$ cat config.mk
export PLATFORM = sky130hd
export DESIGN_NAME = dual_adc_sequencer
export DESIGN_NICKNAME = d
export VERILOG_FILES = /design/src/rtl/adc_seq_pkg.sv /design/src/rtl/adc_seq_ctrl.sv /design/src/rtl/adc_seq_dpath.sv /design/src/rtl/dual_adc_sequencer.sv
export SDC_FILE = /design/constraint.sdc
export NUM_CORES = 1
export LEC_CHECK = 0
export ABC_AREA = 1
export BUFFER_PORTS_ARGS = -buffer_cell sky130_fd_sc_hd__buf_2
export CAP_MARGIN = 5
export CORE_MARGIN = 3
export CORE_UTILIZATION = 54
export CTS_BUF_LIST = sky130_fd_sc_hd__clkbuf_4
export CTS_CLUSTER_SIZE = 28
export DETAILED_ROUTE_END_ITERATION = 8
export HOLD_SLACK_MARGIN = 0.15
export PLACE_DENSITY = 0.77
export SYNTH_ARGS = -nofsm -noshare
export SYNTH_HDL_FRONTEND = slang
export SYNTH_SLANG_ARGS = --single-unit
$ cat constraint.sdc
create_clock -name clk -period 1.9 [get_ports clk]
set_clock_uncertainty 0.2 [all_clocks]
set_input_delay 0.19 -clock clk [delete_from_list [all_inputs] [get_ports clk]]
set_output_delay 0.19 -clock clk [all_outputs]
set_load 0.05 [all_outputs]
$ cat src/rtl/adc_seq_pkg.sv
package adc_seq_pkg;

  // Per-cycle events that the sequencing control hands to the datapath.
  typedef struct packed {
    logic frameStart;   // chip select is being lowered; present first command bit
    logic fallEdge;     // serial clock falls this cycle; advance the command line
    logic sampleIn;     // serial clock rises inside the sample window; shift in
    logic commit;       // frame ends; publish the sample and swap input
  } seqStrobes_t;

  localparam int CMD_BITS = 4;

endpackage

$ cat src/rtl/adc_seq_ctrl.sv
module adc_seq_ctrl
  import adc_seq_pkg::*;
#(
  parameter int DIV_RATIO    = 20,
  parameter int FRAME_CLKS   = 16,
  parameter int FIRST_SAMPLE = 5,
  parameter int SAMPLE_W     = 10
) (
  input  logic        clk,
  input  logic        rst,
  input  logic        enable,
  output logic        csN,
  output logic        sclk,
  output seqStrobes_t stb
);

  localparam int HALF = DIV_RATIO / 2;
  localparam int PW   = (HALF > 1) ? $clog2(HALF) : 1;
  localparam int HW   = $clog2(2 * FRAME_CLKS);
  localparam int CW   = HW - 1;
  localparam logic [PW-1:0] PRE_LAST  = PW'(HALF - 1);
  localparam logic [HW-1:0] HALF_LAST = HW'(2 * FRAME_CLKS - 1);
  localparam logic [CW-1:0] FIRST_IDX = CW'(FIRST_SAMPLE);
  localparam logic [CW-1:0] LAST_IDX  = CW'(FIRST_SAMPLE + SAMPLE_W - 1);

  typedef enum logic [1:0] {S_IDLE, S_FRAME, S_GAP} seqState_t;

  seqState_t       state;
  logic [PW-1:0]   preCnt;
  logic [HW-1:0]   halfCnt;
  logic            tick;
  logic            riseNow;
  logic [CW-1:0]   clkIdx;

  assign tick   = (preCnt == PRE_LAST);
  assign clkIdx = halfCnt[HW-1:1];

  always_comb begin
    riseNow        = (state == S_FRAME) && tick && !halfCnt[0];
    stb.frameStart = (state == S_IDLE) && enable;
    stb.fallEdge   = (state == S_FRAME) && tick && halfCnt[0];
    stb.sampleIn   = riseNow && (clkIdx >= FIRST_IDX) && (clkIdx <= LAST_IDX);
    stb.commit     = stb.fallEdge && (halfCnt == HALF_LAST);
  end

  always_ff @(posedge clk) begin
    if (rst) begin
      state   <= S_IDLE;
      csN     <= 1'b1;
      sclk    <= 1'b0;
      preCnt  <= '0;
      halfCnt <= '0;
    end else begin
      case (state)
        S_IDLE: begin
          preCnt  <= '0;
          halfCnt <= '0;
          if (enable) begin
            state <= S_FRAME;
            csN   <= 1'b0;
          end
        end
        S_FRAME: begin
          preCnt <= tick ? '0 : preCnt + 1'b1;
          if (tick) begin
            sclk <= !halfCnt[0];
            if (halfCnt == HALF_LAST) begin
              csN     <= 1'b1;
              state   <= S_GAP;
              halfCnt <= '0;
            end else begin
              halfCnt <= halfCnt + 1'b1;
            end
          end
        end
        S_GAP: begin
          preCnt <= tick ? '0 : preCnt + 1'b1;
          if (tick) begin
            if (halfCnt[0]) begin
              state   <= S_IDLE;
              halfCnt <= '0;
            end else begin
              halfCnt <= halfCnt + 1'b1;
            end
          end
        end
        default: state <= S_IDLE;
      endcase
    end
  end

endmodule

$ cat src/rtl/adc_seq_dpath.sv
module adc_seq_dpath
  import adc_seq_pkg::*;
#(
  parameter int SAMPLE_W = 10
) (
  input  logic                clk,
  input  logic                rst,
  input  seqStrobes_t         stb,
  input  logic                miso,
  output logic                mosi,
  output logic                valid,
  output logic                chanOut,
  output logic [SAMPLE_W-1:0] dataOut
);

  logic                nextChan;
  logic [2:0]          cmdPos;     // index of the command bit now on the line
  logic [SAMPLE_W-1:0] shiftReg;
  logic [CMD_BITS-1:0] cmdWord;
  logic [CMD_BITS-1:0] cmdAhead;

  // start, single-ended, input select, MSB-first request; sent from bit 3 down
  assign cmdWord  = {1'b1, 1'b1, nextChan, 1'b1};
  assign cmdAhead = cmdWord << (cmdPos + 3'd1);

  always_ff @(posedge clk) begin
    if (rst) begin
      nextChan <= 1'b0;
      cmdPos   <= '0;
      shiftReg <= '0;
      mosi     <= 1'b0;
      valid    <= 1'b0;
      chanOut  <= 1'b0;
      dataOut  <= '0;
    end else begin
      valid <= stb.commit;
      if (stb.frameStart) begin
        mosi   <= cmdWord[CMD_BITS-1];
        cmdPos <= '0;
      end
      if (stb.fallEdge) begin
        mosi <= cmdAhead[CMD_BITS-1];
        if (cmdPos != 3'(CMD_BITS)) cmdPos <= cmdPos + 1'b1;
      end
      if (stb.sampleIn) shiftReg <= {shiftReg[SAMPLE_W-2:0], miso};
      if (stb.commit) begin
        dataOut  <= shiftReg;
        chanOut  <= nextChan;
        nextChan <= !nextChan;
        mosi     <= 1'b0;
      end
    end
  end

endmodule

$ cat src/rtl/dual_adc_sequencer.sv
module dual_adc_sequencer
  import adc_seq_pkg::*;
#(
  parameter int DIV_RATIO    = 20,
  parameter int SAMPLE_W     = 10,
  parameter int FRAME_CLKS   = 16,
  parameter int FIRST_SAMPLE = 5
) (
  input  logic                clk,
  input  logic                rst,
  input  logic                enable,
  output logic                adcCsN,
  output logic                adcSclk,
  output logic                adcMosi,
  input  logic                adcMiso,
  output logic                sampleValid,
  output logic                sampleChan,
  output logic [SAMPLE_W-1:0] sampleData
);

  seqStrobes_t stb;

  adc_seq_ctrl #(
    .DIV_RATIO   (DIV_RATIO),
    .FRAME_CLKS  (FRAME_CLKS),
    .FIRST_SAMPLE(FIRST_SAMPLE),
    .SAMPLE_W    (SAMPLE_W)
  ) u_ctrl (
    .clk   (clk),
    .rst   (rst),
    .enable(enable),
    .csN   (adcCsN),
    .sclk  (adcSclk),
    .stb   (stb)
  );

  adc_seq_dpath #(
    .SAMPLE_W(SAMPLE_W)
  ) u_dpath (
    .clk    (clk),
    .rst    (rst),
    .stb    (stb),
    .miso   (adcMiso),
    .mosi   (adcMosi),
    .valid  (sampleValid),
    .chanOut(sampleChan),
    .dataOut(sampleData)
  );

endmodule

==> results.cfg, run 1 <==
[die]
fp.coreArea_um2 = 3180
die-area_um2 = 4180
die_h_um = 64.7
die_x_um = 64.7
num_io_pins = 19
std_cell_rows = 20
start_util_pct = 58.5

[place]
place_ws_ns = 0.0436
gp_congestion = 0.861
portBuffers = 18
placed_area_um2 = 2030
hpwl_um = 2520

[timing]
fmax_mhz = 558
timing.final.crit_share_pct = 94.4
slew_headroom_pct = 82.4
rsz0062_at_grt = true
drv_slew = 0
setup_violations = 0
fin_ws_ns = 0.107
tns_ns = 0
hold_violations = 0
worst_pin_slew_ns = 0.264
fin_crit_ns = 1.79
timing.hold.ws_ns = 0.255

[route]
wl_met2_um = 1570
drtIter0Drc = 117
topRoutingLayerUsed = met4
final_antenna_net_count = 0
wl_met3_um = 216
post_drt_wl_per_cell_um = 11.1
vias = 1656
routed_wl_um = 3690
via_per_inst = 4.99
drt-pass1-iter-count = 4
drc_errors = 0
m1WireLength_um = 1860

[grt]
grt_pass1_wl_um = 6330
grt_remaining_overflow = 0
grt_pass1_vias = 1422
antenna_found_initial = 0
grt_max_degree = 30
track_usage_pct = 19.2

[layout]
final_util_pct = 68.2
fill_cells = 287
diodes = 0
area_growth_pct = 16.6
drive_above_1_share_pct = 18.8
layout.nets = 305
fin_area_um2 = 2170

[min_path]
whs_path_depth = 2
min_path_type = reg2reg

[worst_setup_path]
worstSetupPathType = reg2reg
crit_path_start_kind = register
worst_ep_arrival_time_ns = 1.84
cp.required_ns = 1.95
cp_max_fo = 10
reg2regPathDepth = 8
cp-end-kind = register

[clock_network]
cts_num_sinks = 40
cts_root_buf = clkbuf_4
path_clk_slew_ns = 0.12
cts.path.max_buffers = 2
cts_buffers = 5
cts_tree = built
clk_latency_ns = 0.35
htreeDepth = 2

[power]
peakVddDrop_uv = 463
power_density_nw_per_um2 = 732
p_leak_nw = 1.02

[yosys]
synth_edf_count = 0
ys_ff_latch = 40
yosysWarnings = 0
syn_inst = 256
synth_top_area_share_pct = 43.1
synth_nets = 273
seq_area_frac_synth_pct = 43.1
async_flop_share_pct = 0
yosys.area.top_type = dfxtp_1
synth_area_um2 = 1860
ys.flop_type = dfxtp_1
postSynthAreaPerCell_um2 = 7.26
yosysMostFrequentCell = nand2_1
synth_top_cells_by_area = dfxtp_1, nand2_1, ha_1, nor2_1, nand3_1
yosysUniqueCellTypes = 25
synthTopCellsByCount = nand2_1, dfxtp_1, nor2_1

[status]
status = finished clean

[job]
drv_cap = 0
per-stage QoR:
step                      cells  power (mW)
after floorplan             256        1.10
final                       332        1.59
after global routing        332        1.68
after detailed placement    318        1.17
after CTS                   328        1.57
after global placement      318        1.16
routing by layer:
| layer | track usage (%) | vias up |
|---|---|---|
| li1 | - | 875 |
| met1 | 26.7 | 732 |
| met2 | 28.7 | 43 |
| met3 | 5.37 | 6 |
| met4 | 6.33 | 0 |
| met5 | 0 | - |
final cells by class:
class / count / area, um^2 / area share (%)
flip-flops and latches: 40 / 806 / 37.2
clock buffers: 5 / 37.5 / 1.73
inverters: 25 / 97.6 / 4.50
clock inverters: 2 / 12.5 / 0.577
repair buffers: 32 / 213 / 9.81
multi-input cells: 184 / 947 / 43.7
well taps: 44 / 55.1 / 2.54
final timing paths:
kind	startpoint	end	slack [ns]
max	u_ctrl.state[1]$_SDFFE_PP0P_	u_dpath.shiftReg[6]$_SDFFE_PP0P_	0.11
min	u_ctrl.csN$_SDFFE_PP1P_	u_ctrl.csN$_SDFFE_PP1P_	0.25
max reg2reg	u_ctrl.state[1]$_SDFFE_PP0P_	u_dpath.shiftReg[6]$_SDFFE_PP0P_	0.11
min reg2reg	u_ctrl.csN$_SDFFE_PP1P_	u_ctrl.csN$_SDFFE_PP1P_	0.25
placed cells by master, fill, tap and decap left out, drive strengths merged:
cell type / count
a211oi: 1
a21oi: 13
buf: 29
clkbuf: 5
clkinv: 1
clkinvlp: 2
dfxtp: 40
dlygate4sd3: 3
ha: 13
inv: 24
nand2: 68
nand3: 22
nand4: 3
nor2: 39
nor3: 1
o21ai: 21
o22ai: 1
or2: 1
xor2: 1
flip-flops by register name, indices dropped and copies added, names as in the netlist:
| register | flops |
|---|---|
| u_dpath.chanOut | 1 |
| u_dpath.shiftReg | 10 |
| u_ctrl.sclk | 1 |
| u_dpath.nextChan | 1 |
| u_ctrl.csN | 1 |
| u_ctrl.halfCnt | 5 |
| u_dpath.valid | 1 |
| u_dpath.cmdPos | 3 |
| u_dpath.mosi | 1 |
| u_dpath.dataOut | 10 |
| u_ctrl.preCnt | 4 |
| u_ctrl.state | 2 |
timing repair:
action                     4_1_cts  5_1_grt
setup endpoints to repair        0       28
hold buffers                     3        0
hold endpoints to repair        24        0
gates resized for setup          0       12
setup buffers                    0        4
logic make-up (layout without fill, tap and decap cells):
| group | after synthesis | count (layout) | share of synthesized area, % |
|---|---|---|---|
| and+or+nand+nor | 134 | 134 | 30.8 |
| adders and majority gates | 13 | 13 | 8.75 |
| DFF | 40 | 40 | 43.1 |
| xor gates and xnor gates | 1 | 1 | 0.471 |
| buffers and inverters | 32 | 64 | 7.07 |
| AOI/OAI and AO/OA | 36 | 36 | 9.89 |
critical path, stage by stage, from the launching register on:
cell	delay, ns
dfxtp_1	0.38
inv_1	0.12
ha_2	0.28
nand3_1	0.13
inv_1	0.09
nand2_1	0.10
buf_4	0.18
o21ai_0	0.17
nor2_1	0.06
power breakdown:
group          total, mW  leakage (nW)  internal (mW)  switching, mW
combinational      0.294         0.668         0.0969          0.197
sequential         0.882         0.325          0.864         0.0183
clock              0.412        0.0271          0.135          0.277
Note: power is estimated with default switching activity, not from simulation.
==> run 2, diff against run 1 <==
--- a/config.mk
+++ b/config.mk
@@ -15,6 +15,7 @@
 export DETAILED_ROUTE_END_ITERATION = 8
 export HOLD_SLACK_MARGIN = 0.15
 export PLACE_DENSITY = 0.77
+export RECOVER_POWER = 100
 export SYNTH_ARGS = -nofsm -noshare
 export SYNTH_HDL_FRONTEND = slang
 export SYNTH_SLANG_ARGS = --single-unit
==> results.cfg, run 2 (synthesized netlist as in run 1, its figures left out) <==
[worst_setup_path]
worst_ep_arrival_time_ns = 1.84
reg2reg_slack_ns = 0.10
crit_path_start_kind = register
worst_path_largest_cell_delay_ns = 0.38
cp_max_fo = 10
cp-end-kind = register
critical_path.cell_chain = inv_1 -> ha_2 -> nand3_1 -> inv_1 -> nand2_1 -> buf_4 -> o21ai_0 -> nor2_1
cp.required_ns = 1.95
crit_slowest_cell = dfxtp_1
crit_path_frequent_cell = inv_1
worstSetupPathType = reg2reg

[die]
start_util_pct = 58.5
die_h_um = 64.7
std_cell_rows = 20
die_x_um = 64.7
die-area_um2 = 4180
fp.coreArea_um2 = 3180
num_io_pins = 19

[route]
final_antenna_net_count = 0
drt-pass1-iter-count = 4
post_drt_wl_per_cell_um = 11.1
routed_wl_um = 3700
m1WireLength_um = 1870
drtIter0Drc = 119
vias = 1662
drc_errors = 0
wl_met3_um = 217
wl_met2_um = 1560
via_per_inst = 5.01
topRoutingLayerUsed = met4

[clock_network]
cts_buffers = 5
clk_latency_ns = 0.35
cts_root_buf = clkbuf_4
cts_num_sinks = 40
path_clk_slew_ns = 0.12
cts_tree = built
cts.path.max_buffers = 2
htreeDepth = 2

[layout]
layout.nets = 305
drive_above_1_share_pct = 17.4
top_regs = u_dpath.dataOut: 10 flops, u_dpath.shiftReg: 10 flops, u_ctrl.halfCnt: 5 flops
diodes = 0
final_common_cell = nand2_1
area_growth_pct = 16.4
mostFrequentLayoutCells = nand2_1, dfxtp_1, nor2_1
fin_area_um2 = 2160

[timing]
fin_crit_ns = 1.80
timing.hold.ws_ns = 0.255
rsz0062_at_grt = true
fmax_mhz = 557
worst_pin_slew_ns = 0.601
slew_headroom_pct = 60.1
setup_violations = 0
timing.final.crit_share_pct = 94.5
hold_violations = 0
drv_slew = 0

[status]
status = finished clean

[place]
hpwl_um = 2520
gp_congestion = 0.861
portBuffers = 18
placed_area_um2 = 2030

[min_path]
min_path_type = reg2reg

[grt]
grt_remaining_overflow = 0
antenna_found_initial = 0
grt_max_degree = 30
grt_pass1_vias = 1422
track_usage_pct = 19.2
grt_pass1_wl_um = 6330

[power]
p_leak_nw = 1.01
peakVddDrop_uv = 463
power_density_nw_per_um2 = 733

[job]
drv_cap = 0
run 2: changes by cell type in the layout (fill, tap and decap cells not counted), sizes merged:
cell / change
buf: -4
clkbuf: +4
run 2: path summary, 6_finish.rpt:
| path | from | to | cells past startpoint |
|---|---|---|---|
| worst min register to register | u_dpath.shiftReg[9]$_SDFFE_PP0P_ | u_dpath.dataOut[9]$_SDFFE_PP0P_ | 2 |
| worst max-delay path | u_ctrl.state[1]$_SDFFE_PP0P_ | u_dpath.shiftReg[6]$_SDFFE_PP0P_ | 8 |
| worst min-delay path | u_dpath.shiftReg[9]$_SDFFE_PP0P_ | u_dpath.dataOut[9]$_SDFFE_PP0P_ | 2 |
| worst max register to register | u_ctrl.state[1]$_SDFFE_PP0P_ | u_dpath.shiftReg[6]$_SDFFE_PP0P_ | 8 |
run 2: area by class of cell:
| cell class | instances | area, um^2 |
|---|---|---|
| clock inverter | 2 | 12.5 |
| tap | 44 | 55.1 |
| clock buffer | 5 | 37.5 |
| sequential | 40 | 806 |
| multi-input combinational | 184 | 947 |
| inverter | 25 | 97.6 |
| fill | 289 | 1010 |
| timing repair buffer | 32 | 208 |
run 2: power by group:
part	internal [mW]	leakage, nW	switching (mW)
Sequential	0.864	0.325	0.0186
Combinational	0.0948	0.653	0.197
Clock	0.135	0.0271	0.277
run 2: metal layers:
| metal | track usage, % | vias to the layer above |
|---|---|---|
| met4 | 6.33 | 0 |
| met1 | 26.7 | 732 |
| met3 | 5.37 | 6 |
| li1 | - | 877 |
| met2 | 28.7 | 47 |
| met5 | 0 | - |
run 2: stage by stage:
stage / setup TNS (ns) / setup WS, ns / utilization, % / cells / power [mW]
after global routing: -0.314 / -0.0430 / 68.1 / 332 / 1.67
after floorplan: 0 / 0.0829 / - / 256 / 1.10
after detailed placement: 0 / 0.0436 / 63.9 / 318 / 1.17
after global placement: 0 / 0.0965 / 63.9 / 318 / 1.16
after CTS: 0 / 0.0114 / 66.5 / 328 / 1.57
final: 0 / 0.105 / 68.1 / 332 / 1.59
run 2: repair_timing:
item	4_1_cts	5_1_grt
buffers inserted	0	4
hold buffers	3	0
endpoints found under the setup margin	0	28
resized for setup	0	12
hold endpoints to repair	24	0
run 2: critical path: cells and delay by family (launching register included):
kind,cells,cell delay [ns]
buffers and inverters,3,0.39
DFF,1,0.38
adders and majority gates,1,0.28
and+or+nand+nor,3,0.28
AOI/OAI and AO/OA,1,0.17
==> run 3, diff against run 2 <==
--- a/config.mk
+++ b/config.mk
@@ -8,7 +8,7 @@
 export ABC_AREA = 1
 export BUFFER_PORTS_ARGS = -buffer_cell sky130_fd_sc_hd__buf_2
 export CAP_MARGIN = 5
-export CORE_MARGIN = 3
+export CORE_MARGIN = 8
 export CORE_UTILIZATION = 54
 export CTS_BUF_LIST = sky130_fd_sc_hd__clkbuf_4
 export CTS_CLUSTER_SIZE = 28
==> results.cfg, run 3 (synthesized netlist as in run 1, its figures left out) <==
[status]
status = finished clean

[clock_network]
cts.path.max_buffers = 2
cts_buffers = 5
htreeDepth = 2
clk_latency_ns = 0.35
cts_root_buf = clkbuf_4
cts_num_sinks = 40
path_clk_slew_ns = 0.12
cts_tree = built

[route]
routed_wl_um = 4070
final_antenna_net_count = 0
drt-pass1-iter-count = 4
vias = 1679
via_per_inst = 4.98
drtIter0Drc = 100
post_drt_wl_per_cell_um = 12.1
drc_errors = 0

[place]
hpwl_um = 2720
placed_area_um2 = 2030
portBuffers = 18
gp_congestion = 0.847

[worst_setup_path]
worst_path_largest_cell_delay_ns = 0.38
worstSetupPathType = reg2reg
cp_max_fo = 10
r2r-start = u_ctrl.state[1]$_SDFFE_PP0P_
crit_path_frequent_cell = inv_1
worst_ep_arrival_time_ns = 1.87
r2r-end = u_dpath.shiftReg[3]$_SDFFE_PP0P_
crit_family = buffers and inverters
cp.depth = 8
reg2reg_slack_ns = 0.07
crit_path_start_kind = register
crit_path_start = u_ctrl.state[1]$_SDFFE_PP0P_
crit_slowest_cell = dfxtp_1
cp-end-kind = register
crit_end = u_dpath.shiftReg[3]$_SDFFE_PP0P_
reg2regPathDepth = 8
critPathBufInv = 3
cp.required_ns = 1.94
critical_path.cell_chain = inv_1 -> ha_2 -> nand3_1 -> inv_1 -> nand2_2 -> buf_4 -> o21ai_0 -> nor2_1

[power]
peakVddDrop_uv = 462
p_leak_nw = 0.940
power_density_nw_per_um2 = 722
swShare_pct = 30.9
total_power_mw = 1.60
p_clk_share_pct = 25.5
switchingPower_mw = 0.494
combPwrFrac_pct = 19.2
p_int_mw = 1.10
seqPwrFrac_pct = 55.3

[layout]
top_regs = u_dpath.dataOut: 10 flops, u_dpath.shiftReg: 10 flops, u_ctrl.halfCnt: 5 flops
drive_above_1_share_pct = 16.8
layout.nets = 308
final_common_cell = nand2_1
fin_area_um2 = 2210
diodes = 0
area_growth_pct = 19.0
mostFrequentLayoutCells = nand2_1, dfxtp_1, nor2_1

[timing]
hold_violations = 0
setup_violations = 0
worst_pin_slew_ns = 0.606
drv_slew = 0
timing.final.crit_share_pct = 96.1
fmax_mhz = 548
slew_headroom_pct = 59.8
rsz0062_at_grt = true
fin_crit_ns = 1.83

[die]
die_h_um = 74.7
std_cell_rows = 21
num_io_pins = 19
die-area_um2 = 5580
start_util_pct = 56.2
fp.coreArea_um2 = 3310
die_x_um = 74.7

[min_path]
min_path_type = reg2reg
whs_path_depth = 2

[grt]
grt_remaining_overflow = 0
grt_pass1_vias = 1568
track_usage_pct = 15.6
antenna_found_initial = 0
grt_pass1_wl_um = 6780
grt_max_degree = 29

[job]
drv_cap = 0
-- run 3: layout make-up --
cell class | instances | area, um^2
Clock buffer | 5 | 37.5
Tap cell | 46 | 57.6
Timing Repair inverter | 1 | 7.51
Clock inverter | 2 | 12.5
Timing Repair Buffer | 33 | 204
Multi-Input combinational cell | 185 | 991
Fill cell | 307 | 1100
Sequential cell | 40 | 806
Inverter | 25 | 97.6
-- run 3: worst register-to-register path, delay by kind of cell (launching register included) --
family	cells	cell delay, ns
buffers and inverters	3	0.41
flip-flops	1	0.38
AND/OR/NAND/NOR	3	0.29
adder cells (fa/ha/maj)	1	0.27
AO/OA/AOI/OAI	1	0.16
-- run 3: worst min-delay path by stage --
stage | startpoint | end | slack [ns]
floorplan | adcMiso | u_dpath.shiftReg[0]$_SDFFE_PP0P_ | 0.15
global placement | u_dpath.shiftReg[9]$_SDFFE_PP0P_ | u_dpath.dataOut[9]$_SDFFE_PP0P_ | 0.24
global route | u_dpath.shiftReg[9]$_SDFFE_PP0P_ | u_dpath.dataOut[9]$_SDFFE_PP0P_ | 0.28
finish | u_dpath.shiftReg[9]$_SDFFE_PP0P_ | u_dpath.dataOut[9]$_SDFFE_PP0P_ | 0.26
CTS | u_dpath.shiftReg[9]$_SDFFE_PP0P_ | u_dpath.dataOut[9]$_SDFFE_PP0P_ | 0.26
detailed placement | u_dpath.shiftReg[9]$_SDFFE_PP0P_ | u_dpath.dataOut[9]$_SDFFE_PP0P_ | 0.24
-- run 3: routing by layer --
metal | part of all wire [%] | track usage (%)
met1 | 45 | 18.5
met2 | 48 | 26.2
met3 | 5.3 | 4.39
met4 | 1.8 | 5.43
met5 | 0 | 0
-- run 3: power groups by stage --
stage / clock [mW] / sequential (mW) / combinational (mW)
after floorplan: 0 / 0.924 / 0.176
after global placement: 0 / 0.899 / 0.272
after detailed placement: 0 / 0.900 / 0.274
after CTS: 0.420 / 0.881 / 0.279
after global routing: 0.468 / 0.888 / 0.340
final: 0.408 / 0.883 / 0.307
-- run 3: repair_timing --
action,in CTS,in global routing
setup buffers,0,5
endpoints found under the hold margin,23,0
endpoints found under the setup margin,0,31
resized for setup,0,24
hold buffers,3,0
-- run 3: metrics by stage --
step	setup TNS (ns)	instances	util [%]	hold WS [ns]	setup slack, ns
2_1_floorplan	0	256	-	0.154	0.0829
3_3_place_gp	0	320	61.5	0.235	0.0379
3_5_place_dp	0	320	61.5	0.239	0.0383
4_1_cts	0	330	63.9	0.261	0.0107
5_1_grt	-0.559	337	66.9	0.284	-0.0596
6_report	0	337	66.9	0.257	0.0740
